`config.mk`:
```
export PLATFORM = sky130hd
export DESIGN_NAME = touch_scan_seq
export DESIGN_NICKNAME = d
export VERILOG_FILES = /design/src/rtl/tss_pkg.sv /design/src/rtl/tss_tick.sv /design/src/rtl/tss_cfg_decode.sv /design/src/rtl/tss_avg.sv /design/src/rtl/touch_scan_seq.sv
export SDC_FILE = /design/constraint.sdc
export NUM_CORES = 1
export LEC_CHECK = 0
export BUFFER_PORTS_ARGS = -buffer_cell sky130_fd_sc_hd__buf_4
export CAP_MARGIN = 20
export CORE_ASPECT_RATIO = 0.5
export CORE_MARGIN = 5
export CORE_UTILIZATION = 60
export CTS_BUF_LIST = sky130_fd_sc_hd__clkbuf_16
export DETAILED_ROUTE_END_ITERATION = 8
export GPL_TIMING_DRIVEN = 0
export PLACE_DENSITY = 0.87
export SLEW_MARGIN = 10
export SYNTH_ARGS = -nofsm -noshare
export SYNTH_HDL_FRONTEND = slang
export SYNTH_SLANG_ARGS = --single-unit
```
`constraint.sdc`:
```
create_clock -name clk -period 5.52 [get_ports clk]
set_input_delay 1.104 -clock clk [delete_from_list [all_inputs] [get_ports clk]]
set_output_delay 1.104 -clock clk [all_outputs]
set_load 0.005 [all_outputs]
```
`src/rtl/tss_pkg.sv`:
```
`timescale 1ns/1ps
package tss_pkg;

  typedef enum logic [2:0] {
    S_IDLE, S_DEB, S_SETX, S_CNVX, S_SETY, S_CNVY, S_WAIT
  } scan_st_t;

  localparam int SETTLE_W     = 14;   // holds 10240 ticks
  localparam int SETTLE_TOP   = 11;   // largest settling code honoured
  localparam int FIELD_W      = 8;

  localparam logic [31:0] TIMING_DEFAULT = 32'h0528_070A;
  localparam logic [3:0]  AVG_DEFAULT    = 4'd5;

  // Logarithmic settling code to a tick count.
  function automatic logic [SETTLE_W-1:0] settle_len(input logic [FIELD_W-1:0] code);
    logic [3:0] c;
    c = (code > FIELD_W'(SETTLE_TOP)) ? 4'(SETTLE_TOP) : code[3:0];
    if (c == 4'd0) return SETTLE_W'(8);
    return SETTLE_W'(10) << (c - 4'd1);
  endfunction

endpackage

```
`src/rtl/tss_tick.sv`:
```
`timescale 1ns/1ps
module tss_tick #(
  parameter int DIV = 50
) (
  input  logic clk,
  input  logic rst_n,
  output logic tick
);
  localparam int CW = (DIV > 1) ? $clog2(DIV) : 1;
  localparam logic [CW-1:0] LAST = CW'(DIV - 1);

  logic [CW-1:0] cnt, cnt_n;

  assign tick = (cnt == LAST);

  always_comb begin
    cnt_n = tick ? '0 : cnt + 1'b1;
  end

  always_ff @(posedge clk or negedge rst_n) begin
    if (!rst_n) cnt <= '0;
    else        cnt <= cnt_n;
  end
endmodule

```
`src/rtl/tss_cfg_decode.sv`:
```
`timescale 1ns/1ps
module tss_cfg_decode
  import tss_pkg::*;
#(
  parameter int PERIOD_UNIT = 1024,
  parameter int DEB_UNIT    = 512,
  parameter int AVG_MAX     = 8,
  parameter int PW          = 19,
  parameter int DW          = 17,
  parameter int AW          = 4
) (
  input  logic [31:0]         timing,
  input  logic [3:0]          avg_raw,
  output logic [PW-1:0]       period_ticks,
  output logic [DW-1:0]       deb_ticks,
  output logic [SETTLE_W-1:0] settle_ticks,
  output logic [FIELD_W-1:0]  touch_lim,
  output logic [AW-1:0]       avg_sel
);
  logic [FIELD_W-1:0] f_per, f_deb, f_set;
  logic [FIELD_W:0]   per_steps;

  assign f_per     = timing[31:24];
  assign f_deb     = timing[23:16];
  assign f_set     = timing[15:8];
  assign touch_lim = timing[7:0];

  // A zero period field encodes the largest step count.
  assign per_steps    = {(f_per == '0), f_per};
  assign period_ticks = PW'(per_steps) * PW'(PERIOD_UNIT);
  assign deb_ticks    = DW'(f_deb) * DW'(DEB_UNIT);
  assign settle_ticks = settle_len(f_set);
  assign avg_sel      = (avg_raw > 4'(AVG_MAX)) ? AW'(AVG_MAX) : AW'(avg_raw);
endmodule

```
`src/rtl/tss_avg.sv`:
```
`timescale 1ns/1ps
module tss_avg #(
  parameter int DATA_W  = 16,
  parameter int AVG_MAX = 8,
  parameter int AW      = 4
) (
  input  logic              clk,
  input  logic              rst_n,
  input  logic              active,
  input  logic              in_valid,
  input  logic [DATA_W-1:0] in_data,
  input  logic [AW-1:0]     sel,
  output logic              done,
  output logic [DATA_W-1:0] mean
);
  localparam int SUMW = DATA_W + AVG_MAX;
  localparam int CW   = AVG_MAX + 1;

  logic [SUMW-1:0] acc, acc_n, sum_w;
  logic [CW-1:0]   cnt, cnt_n, need;

  assign need  = (CW'(1) << sel) - CW'(1);
  assign sum_w = acc + SUMW'(in_data);
  assign done  = active && in_valid && (cnt == need);
  assign mean  = DATA_W'(sum_w >> sel);

  always_comb begin
    acc_n = acc;
    cnt_n = cnt;
    if (!active || done) begin
      acc_n = '0;
      cnt_n = '0;
    end else if (in_valid) begin
      acc_n = sum_w;
      cnt_n = cnt + 1'b1;
    end
  end

  always_ff @(posedge clk or negedge rst_n) begin
    if (!rst_n) begin
      acc <= '0;
      cnt <= '0;
    end else begin
      acc <= acc_n;
      cnt <= cnt_n;
    end
  end

  // the burst count never runs past the selected length
  assert_cnt_bound_R7: assert property (@(posedge clk) disable iff (!rst_n)
    active |-> (cnt <= need));
  // an idle averager starts each burst from an empty sum
  assert_idle_clear_R7: assert property (@(posedge clk) disable iff (!rst_n)
    !active |=> (cnt == '0));
endmodule

```
`src/rtl/touch_scan_seq.sv`:
```
`timescale 1ns/1ps
module touch_scan_seq
  import tss_pkg::*;
#(
  parameter int TICK_DIV    = 50,
  parameter int PERIOD_UNIT = 1024,
  parameter int DEB_UNIT    = 512,
  parameter int DATA_W      = 16,
  parameter int AVG_MAX     = 8
) (
  input  logic              clk,
  input  logic              rst_n,
  input  logic              cfg_enable,
  input  logic [31:0]       cfg_timing,
  input  logic [3:0]        cfg_avg_log2,
  input  logic              pen_detect,
  output logic              adc_req,
  input  logic              adc_valid,
  input  logic [DATA_W-1:0] adc_data,
  output logic              drive_x,
  output logic              drive_y,
  output logic              pen_down,
  output logic              sample_valid,
  output logic [DATA_W-1:0] sample_x,
  output logic [DATA_W-1:0] sample_y
);
  localparam int PW  = $clog2(256 * PERIOD_UNIT + 1);
  localparam int DW  = $clog2(255 * DEB_UNIT + 1);
  localparam int PHW = (DW > SETTLE_W) ? DW : SETTLE_W;
  localparam int AW  = $clog2(AVG_MAX + 1);

  // reset: asserted asynchronously, released on the clock
  logic [1:0] rsync;
  logic       rst_q;
  always_ff @(posedge clk or negedge rst_n) begin
    if (!rst_n) rsync <= 2'b00;
    else        rsync <= {rsync[0], 1'b1};
  end
  assign rst_q = rsync[1];

  logic                tick;
  logic [PW-1:0]       period_ticks;
  logic [DW-1:0]       deb_ticks;
  logic [SETTLE_W-1:0] settle_ticks;
  logic [FIELD_W-1:0]  touch_lim;
  logic [AW-1:0]       avg_sel;
  logic                avg_done;
  logic [DATA_W-1:0]   avg_mean;

  scan_st_t           st, st_n;
  logic [PHW-1:0]     ph, ph_n;
  logic [PW-1:0]      per, per_n;
  logic               pen_q, pen_n, sv_q, sv_n;
  logic [DATA_W-1:0]  sx_q, sx_n, sy_q, sy_n, xa_q, xa_n;
  logic [FIELD_W-1:0] miss_q, miss_n;
  logic               converting, bad;

  tss_tick #(.DIV(TICK_DIV)) u_tick (.clk(clk), .rst_n(rst_q), .tick(tick));

  tss_cfg_decode #(
    .PERIOD_UNIT(PERIOD_UNIT), .DEB_UNIT(DEB_UNIT), .AVG_MAX(AVG_MAX),
    .PW(PW), .DW(DW), .AW(AW)
  ) u_dec (
    .timing(cfg_timing), .avg_raw(cfg_avg_log2), .period_ticks(period_ticks),
    .deb_ticks(deb_ticks), .settle_ticks(settle_ticks), .touch_lim(touch_lim),
    .avg_sel(avg_sel)
  );

  assign converting = (st == S_CNVX) || (st == S_CNVY);

  tss_avg #(.DATA_W(DATA_W), .AVG_MAX(AVG_MAX), .AW(AW)) u_avg (
    .clk(clk), .rst_n(rst_q), .active(converting), .in_valid(adc_valid),
    .in_data(adc_data), .sel(avg_sel), .done(avg_done), .mean(avg_mean)
  );

  assign bad = (xa_q == '1) || (avg_mean == '1);

  always_comb begin
    st_n = st;  ph_n = ph;  per_n = per;
    pen_n = pen_q;  sv_n = 1'b0;
    sx_n = sx_q;  sy_n = sy_q;  xa_n = xa_q;  miss_n = miss_q;
    if (tick && (per != '0)) per_n = per - 1'b1;
    if (!cfg_enable) begin
      st_n = S_IDLE;  pen_n = 1'b0;  miss_n = '0;
    end else begin
      unique case (st)
        S_IDLE: if (pen_detect) begin
          st_n = S_DEB;  ph_n = PHW'(deb_ticks);
        end
        S_DEB: begin
          if (!pen_detect) st_n = S_IDLE;
          else if (tick) begin
            if (ph == '0) begin
              pen_n = 1'b1;  miss_n = '0;  st_n = S_SETX;
              ph_n  = PHW'(settle_ticks - 1'b1);
              per_n = period_ticks - 1'b1;
            end else ph_n = ph - 1'b1;
          end
        end
        default: begin
          if (!pen_detect) begin
            st_n = S_IDLE;  pen_n = 1'b0;
          end else begin
            case (st)
              S_SETX, S_SETY: if (tick) begin
                if (ph == '0) st_n = (st == S_SETX) ? S_CNVX : S_CNVY;
                else          ph_n = ph - 1'b1;
              end
              S_CNVX: if (avg_done) begin
                xa_n = avg_mean;  st_n = S_SETY;
                ph_n = PHW'(settle_ticks - 1'b1);
              end
              S_CNVY: if (avg_done) begin
                st_n = S_WAIT;
                if (!bad) begin
                  sx_n = xa_q;  sy_n = avg_mean;  sv_n = 1'b1;  miss_n = '0;
                end else if ((touch_lim != '0) &&
                             ({1'b0, miss_q} + 1'b1 == {1'b0, touch_lim})) begin
                  st_n = S_IDLE;  pen_n = 1'b0;  miss_n = '0;
                end else miss_n = miss_q + 1'b1;
              end
              S_WAIT: if (per == '0) begin
                st_n  = S_SETX;
                ph_n  = PHW'(settle_ticks - 1'b1);
                per_n = period_ticks - 1'b1;
              end
              default: ;
            endcase
          end
        end
      endcase
    end
  end

  always_ff @(posedge clk or negedge rst_q) begin
    if (!rst_q) begin
      st <= S_IDLE;  ph <= '0;  per <= '0;
      pen_q <= 1'b0;  sv_q <= 1'b0;
      sx_q <= '0;  sy_q <= '0;  xa_q <= '0;  miss_q <= '0;
    end else begin
      st <= st_n;  ph <= ph_n;  per <= per_n;
      pen_q <= pen_n;  sv_q <= sv_n;
      sx_q <= sx_n;  sy_q <= sy_n;  xa_q <= xa_n;  miss_q <= miss_n;
    end
  end

  assign adc_req      = converting;
  assign drive_x      = (st == S_SETX) || (st == S_CNVX);
  assign drive_y      = (st == S_SETY) || (st == S_CNVY);
  assign pen_down     = pen_q;
  assign sample_valid = sv_q;
  assign sample_x     = sx_q;
  assign sample_y     = sy_q;

  assert_reset_quiet_R1: assert property (@(posedge clk)
    !rst_q |-> (!pen_down && !sample_valid));
  assert_disabled_idle_R2: assert property (@(posedge clk) disable iff (!rst_q)
    !cfg_enable |=> (!pen_down && !adc_req));
  assert_debounce_held_R3: assert property (@(posedge clk) disable iff (!rst_q)
    $rose(pen_down) |-> $past(pen_detect));
  assert_pen_drop_R4: assert property (@(posedge clk) disable iff (!rst_q)
    (pen_down && !pen_detect) |=> !pen_down);
  assert_req_needs_pen_R4: assert property (@(posedge clk) disable iff (!rst_q)
    adc_req |-> pen_down);
  assert_axis_exclusive_R6: assert property (@(posedge clk) disable iff (!rst_q)
    !(drive_x && drive_y));
  assert_y_after_x_R6: assert property (@(posedge clk) disable iff (!rst_q)
    $rose(drive_y) |-> $past(drive_x && adc_req));
  assert_strobe_single_R8: assert property (@(posedge clk) disable iff (!rst_q)
    sample_valid |=> !sample_valid);
endmodule

```
# [Word level (Yosys, flattened, before mapping)]
# Cells that the tools add are included.
[totals] regBits=138 latch_bits=0 ram_bits=0 mem_bits_ro=0 in_bits=57 out_inout_bits=37 word_cells=166 mem_count=0
[op_classes] addsub=11 mul=0 n_div=0 n_lt_le_gt_ge=2 n_eq_ne=36 shifts=3 muxes=72 bitwise=2 reduce_logical=27
[op_table] cell="17-bit 2-to-1 mux" n=9
[op_table] cell="19-bit 2-to-1 mux" n=8
[op_table] cell="8-bit 2-to-1 mux" n=9
[op_table] cell="17-bit case mux with 3 select lines" n=1
[op_table] cell="24-bit 2-to-1 mux" n=2
[op_table] cell="3-bit 2-to-1 mux" n=14
[op_table] cell="19-bit case mux with 2 select lines" n=1
[op_table] cell="19-bit by 1-bit subtractor with 19-bit output, second input constant" n=2
[op_table] cell="17-bit case mux with 2 select lines" n=1
[op_table] cell="16-bit == test, second input constant" n=2
[op_table] cell="14-bit 2-to-1 mux" n=2
[op_table] cell="24-bit by 16-bit adder with 24-bit output" n=1
[op_table] cell="24-bit by 4-bit >> shifter with 16-bit output" n=1
[op_table] cell="4-bit by 2-bit != test with 1-bit output, second input constant" n=5
[op_table] cell="19-bit zero test" n=1
[op_table] cell="19-bit nonzero test" n=1
[op_table] cell="9-bit 2-to-1 mux" n=2
[op_table] cell="17-bit zero test" n=1
[op_table] cell="17-bit by 1-bit subtractor with 17-bit output, second input constant" n=1
[op_table] cell="1-bit 2-to-1 mux" n=16
[op_table] cell="8-bit case mux with 2 select lines" n=1
[op_table] cell="8-bit AND reduction" n=2
[op_table] cell="3-bit != test, second input constant" n=5
[op_table] cell="14-bit by 1-bit subtractor with 15-bit output, second input constant" n=1
[op_table] cell="44 further kinds" n=64

# [Longest topological paths before layout]
[depth] ltp_word=11 mapped_depth=17 depth_no_buf=14

# [Cells and area by module]
# A second synthesis with hierarchy kept.
[unflattened] cells_unflattened=1315 area_unflattened_um2=11330.9
[by_module_without_submodules] module="touch_scan_seq" n_inst=1 cells_each=674 area_each_um2=6162.2 seq_area_each_um2=2477.4
[by_module_without_submodules] module="tss_avg" n_inst=1 cells_each=535 area_each_um2=4325.4 seq_area_each_um2=825.8
[by_module_without_submodules] module="tss_cfg_decode" n_inst=1 cells_each=80 area_each_um2=558.0 seq_area_each_um2=0.0
[by_module_without_submodules] module="tss_tick" n_inst=1 cells_each=26 area_each_um2=285.3 seq_area_each_um2=150.1

# [Worst setup path after synthesis]
# Ideal clock, no wire load.
[synth_timing] path_kind="input to register" start="input port adc_data[0]" end="register sy_q[6], in the netlist sample_y[6]" setup_time_ps=128 arrival_time_ps=4705 t_required_ps=5392 path_slack_ps=687 stages=15 path_buffers=1 path_cell_list="ha_1 inv_1 fa_1 nand2b_1 a211oi_4 o211ai_2 a221oi_2 a211oi_1 or3_1 o21ai_1 and4bb_1 and4_4 nor4_4 buf_6 mux2_1"
[synth_via] elab_chain_len=6
[synth_rtl] element="start, declared" line="touch_scan_seq.sv:19" text="input logic [DATA_W-1:0] adc_data,"
[synth_rtl] element="24-bit by 16-bit adder with 24-bit output *" line="tss_avg.sv:23" text="assign sum_w = acc + SUMW'(in_data);"
[synth_rtl] element="24-bit by 4-bit >> shifter with 16-bit output *" line="tss_avg.sv:25" text="assign mean = DATA_W'(sum_w >> sel);"
[synth_rtl] element="16-bit == test" line="touch_scan_seq.sv:76" text="assign bad = (xa_q == '1) || (avg_mean == '1);"
[synth_rtl] element="1-bit logical OR" line="touch_scan_seq.sv:76"
[synth_rtl] element="1-bit NOT (no source line)"
[synth_rtl] element="6-bit AND reduction (no source line)"
[synth_rtl] element="end signal, assigned" line="touch_scan_seq.sv:143" text="sx_q <= sx_n; sy_q <= sy_n; xa_q <= xa_n; miss_q <= miss_n;"
[synth_rtl] element="end, declared" line="touch_scan_seq.sv:54" text="logic [DATA_W-1:0] sx_q, sx_n, sy_q, sy_n, xa_q, xa_n;"
# Every way passes the cells marked *; elsewhere a longest branch is shown, timed or not.
# A chain may end at the register's enable or synchronous reset.

# [Worst setup path in the final report]
# Same ends and word-level chain as after synthesis.

==> metrics <==
status=finished, final reports clean; worst skew pair latency=0.43 ns; worst clock skew=0.0115 ns; Tcrit/Tclk final=0.961; Longest Clk Path Bufs=2; HP Class=flip-flop to asynchronous set/reset pin; Placed Cells=1532; RR Endpoint=sample_y[6]$_DFFE_PN0P_; Pwr Density=221 mW/mm2; FF+latch count, synth=138; Tot Pwr=2630 uW; Seq/Total Area, Yosys=0.336; CTS Buf Count=17; R2R Path Start=u_avg.acc[0]$_DFFE_PN0P_; full die area=0.0200 mm2; Unique masters post-synth=91; wire per inst=19.8 um; WP data arrival=5.61 ns; Post-Synth Adder-Cell Area=0.0336; Post-synth EDFFs=0; crit path kind=input port to flip-flop; Max-slew headroom=0.247; number of inserted diodes=0; crit path launch type=input port; highest ir drop seen on vdd=223 uV; simple-gate share of the synthesized area=0.228; commonest cells after routing, fill and taps aside=nand2_1 (137), dfrtp_1 (137), nor2_1 (128); Post-Synthesis Cells=1213; Worst setup endpoint=sample_y[6]$_DFFE_PN0P_; Slew Limit Fails=0; Post-Route WL=30900 um; H-tree Lvls=4; setup_tns=0 ns; Critical Path RT=5.82 ns; Tmin final=5.30 ns; Post-Route Utilization=0.716; num rows=33; drt drc=0; Worst Slack Setup Final=0.215 ns; final-report setup violation count=0; core region area=0.0166 mm2; cell count of the worst reg-to-reg path=15; Avg Cell Area, Syn=8.47 um2; main flop type after synthesis=dfrtp_1; CP Capture Type=flip-flop; RePlAce Congestion=0.971; Pre-Repair DR Iteration Count=5; Reg2Reg Setup Slack=0.61 ns; fin cells=1564; io pins=94; vias in the first global route=9899; Post-Place Worst Slack=-0.452 ns; CP startpoint=adc_data[0]; total track usage=0.309; xor/xnor share of the synthesized area=0.0622; CP max FO=10; compound-gate portion of the synthesized area=0.214; Vias=10200; post-synthesis mux area share=0.0818; Starting Density=0.619; first-pass GRT wire length=50700 um; Leakage=0.00509 uW; worst slew pin tran=1.12 ns; IO Port Bufs=90; CTS Hold Bufs=0; RSZ-0062 raised after global routing=false; synth warn=0; CTS sink cnt=138; async set-reset flop share out of synthesis=1.00; Syn Nets=1297; Clk pin slew, worst setup/hold paths=0.07 ns; Area Overhead vs Synth=15.7%; Die W=195 um; GRT overflow=0; share of layout cells above drive strength 1=0.150; ANT nets after route=0; Fmax=189 MHz; final hold violations=0; initial antenna violation count=0; largest net degree at the start of global routing=68; DR iter-0 viols=1018; die height=103 um; largest family of logic cells by synthesized area=simple AND/OR/NAND/NOR gates; max-cap viol count=0; root buf cell=clkbuf_16; vias per cell=6.50; TritonCTS clock tree=yes; mapped cell area=0.0103 mm2; nets=1408; hpwl dp=23000 um
==> cells by family after synthesis <==
logic type	after synthesis
AO/OA/AOI/OAI	309
XOR/XNOR	73
adder cells (fa/ha/maj)	27
buffers and inverters	109
flip-flops	138
multiplexers	74
other	1
AND/OR/NAND/NOR	482
==> report_power, final <==
group / switching, uW / internal [uW]
logic: 268 / 164
registers: 32.6 / 1040
clock network: 497 / 629
==> area by class of cell <==
type | instances | area, um2
multi-input cells | 966 | 6410
fillers | 1268 | 4710
flip-flops and latches | 138 | 3460
repair buffers | 92 | 723
clock buffers | 17 | 425
plain buffers | 72 | 313
well taps | 227 | 284
inverters | 37 | 139
clock inverters | 15 | 138
==> layer usage <==
metal	vias to the layer above	GRT usage	routed length [um]
li1	4651	-	-
met1	4914	0.407	12900
met2	525	0.530	14700
met3	74	0.0532	2660
met4	0	0.105	707
met5	-	0	0
==> critical path, cell delays in order <==
cell and delay [ns]:
buf_4 0.08, ha_1 0.19, inv_1 0.07, fa_1 0.41, nand2b_1 0.24, a211oi_4 0.47, o211ai_2 0.20, a221oi_2 0.38
a211oi_1 0.14, or3_1 0.38, o21ai_1 0.32, and4bb_1 0.30, and4_4 0.22, nor4_4 0.50, buf_6 0.26, mux2_1 0.33
==> state kept, by name, indices dropped and copies added, names as in the netlist <==
signal / cells
sample_valid: 1
pen_down: 1
st: 3
sample_x: 16
rsync: 2
per: 19
miss_q: 8
sample_y: 16
u_avg.cnt: 9
xa_q: 16
u_avg.acc: 24
u_tick.cnt: 6
ph: 17
==> how the worst min path moves through the flow <==
stage / cells past startpoint / startpoint / slack (ns) / endpoint
after floorplan: 0 / rsync[0]$_DFF_PN0_ / 0.33 / rsync[1]$_DFF_PN0_
after global placement: 0 / rsync[0]$_DFF_PN0_ / 0.34 / rsync[1]$_DFF_PN0_
after detailed placement: 0 / rsync[1]$_DFF_PN0_ / 0.31 / per[13]$_DFF_PN0_
after CTS: 0 / rsync[1]$_DFF_PN0_ / 0.32 / per[14]$_DFF_PN0_
after global routing: 0 / rsync[1]$_DFF_PN0_ / 0.35 / per[13]$_DFF_PN0_
final: 0 / rsync[1]$_DFF_PN0_ / 0.30 / per[13]$_DFF_PN0_
==> through the flow <==
| step | area (um2) | hold slack (ns) |
|---|---|---|
| floorplan | 10300 | 0.331 |
| global placement | 11200 | 0.339 |
| detailed placement | 11300 | 0.311 |
| CTS | 11900 | 0.320 |
| global route | 11900 | 0.353 |
| finish | 11900 | 0.301 |
==> cells in the mapped netlist, types with 9 or more instances <==
cell,count,area (um2)
ha_1,26,325
a21oi_1,45,225
mux2i_1,36,360
a22o_1,20,175
mux2_2,15,169
and3_1,11,68.8
nand4_1,23,144
o22ai_1,10,62.6
nand2b_1,16,100
nor2_1,128,480
xor2_1,28,245
o21a_1,10,75.1
xnor2_1,45,394
o21ai_0,78,390
nand3_1,35,175
a21o_1,10,75.1
nor2b_1,11,68.8
buf_2,16,80.1
or3_1,11,68.8
inv_1,36,135
nor3_1,47,235
a211oi_1,18,135
nor4_1,15,93.8
mux2_4,14,210
mux2_1,9,101
nand2_1,137,514
dfrtp_1,138,3450
o211ai_1,10,75.1
clkbuf_1,48,180
==> what timing repair did <==
| action | CTS | global route |
|---|---|---|
| buffers inserted | 0 | 0 |
| gates resized for setup | 1 | 3 |
| endpoints found under the setup margin | 3 | 26 |
| hold endpoints to repair | 0 | 0 |
Note: power is estimated with default switching activity, not from simulation.
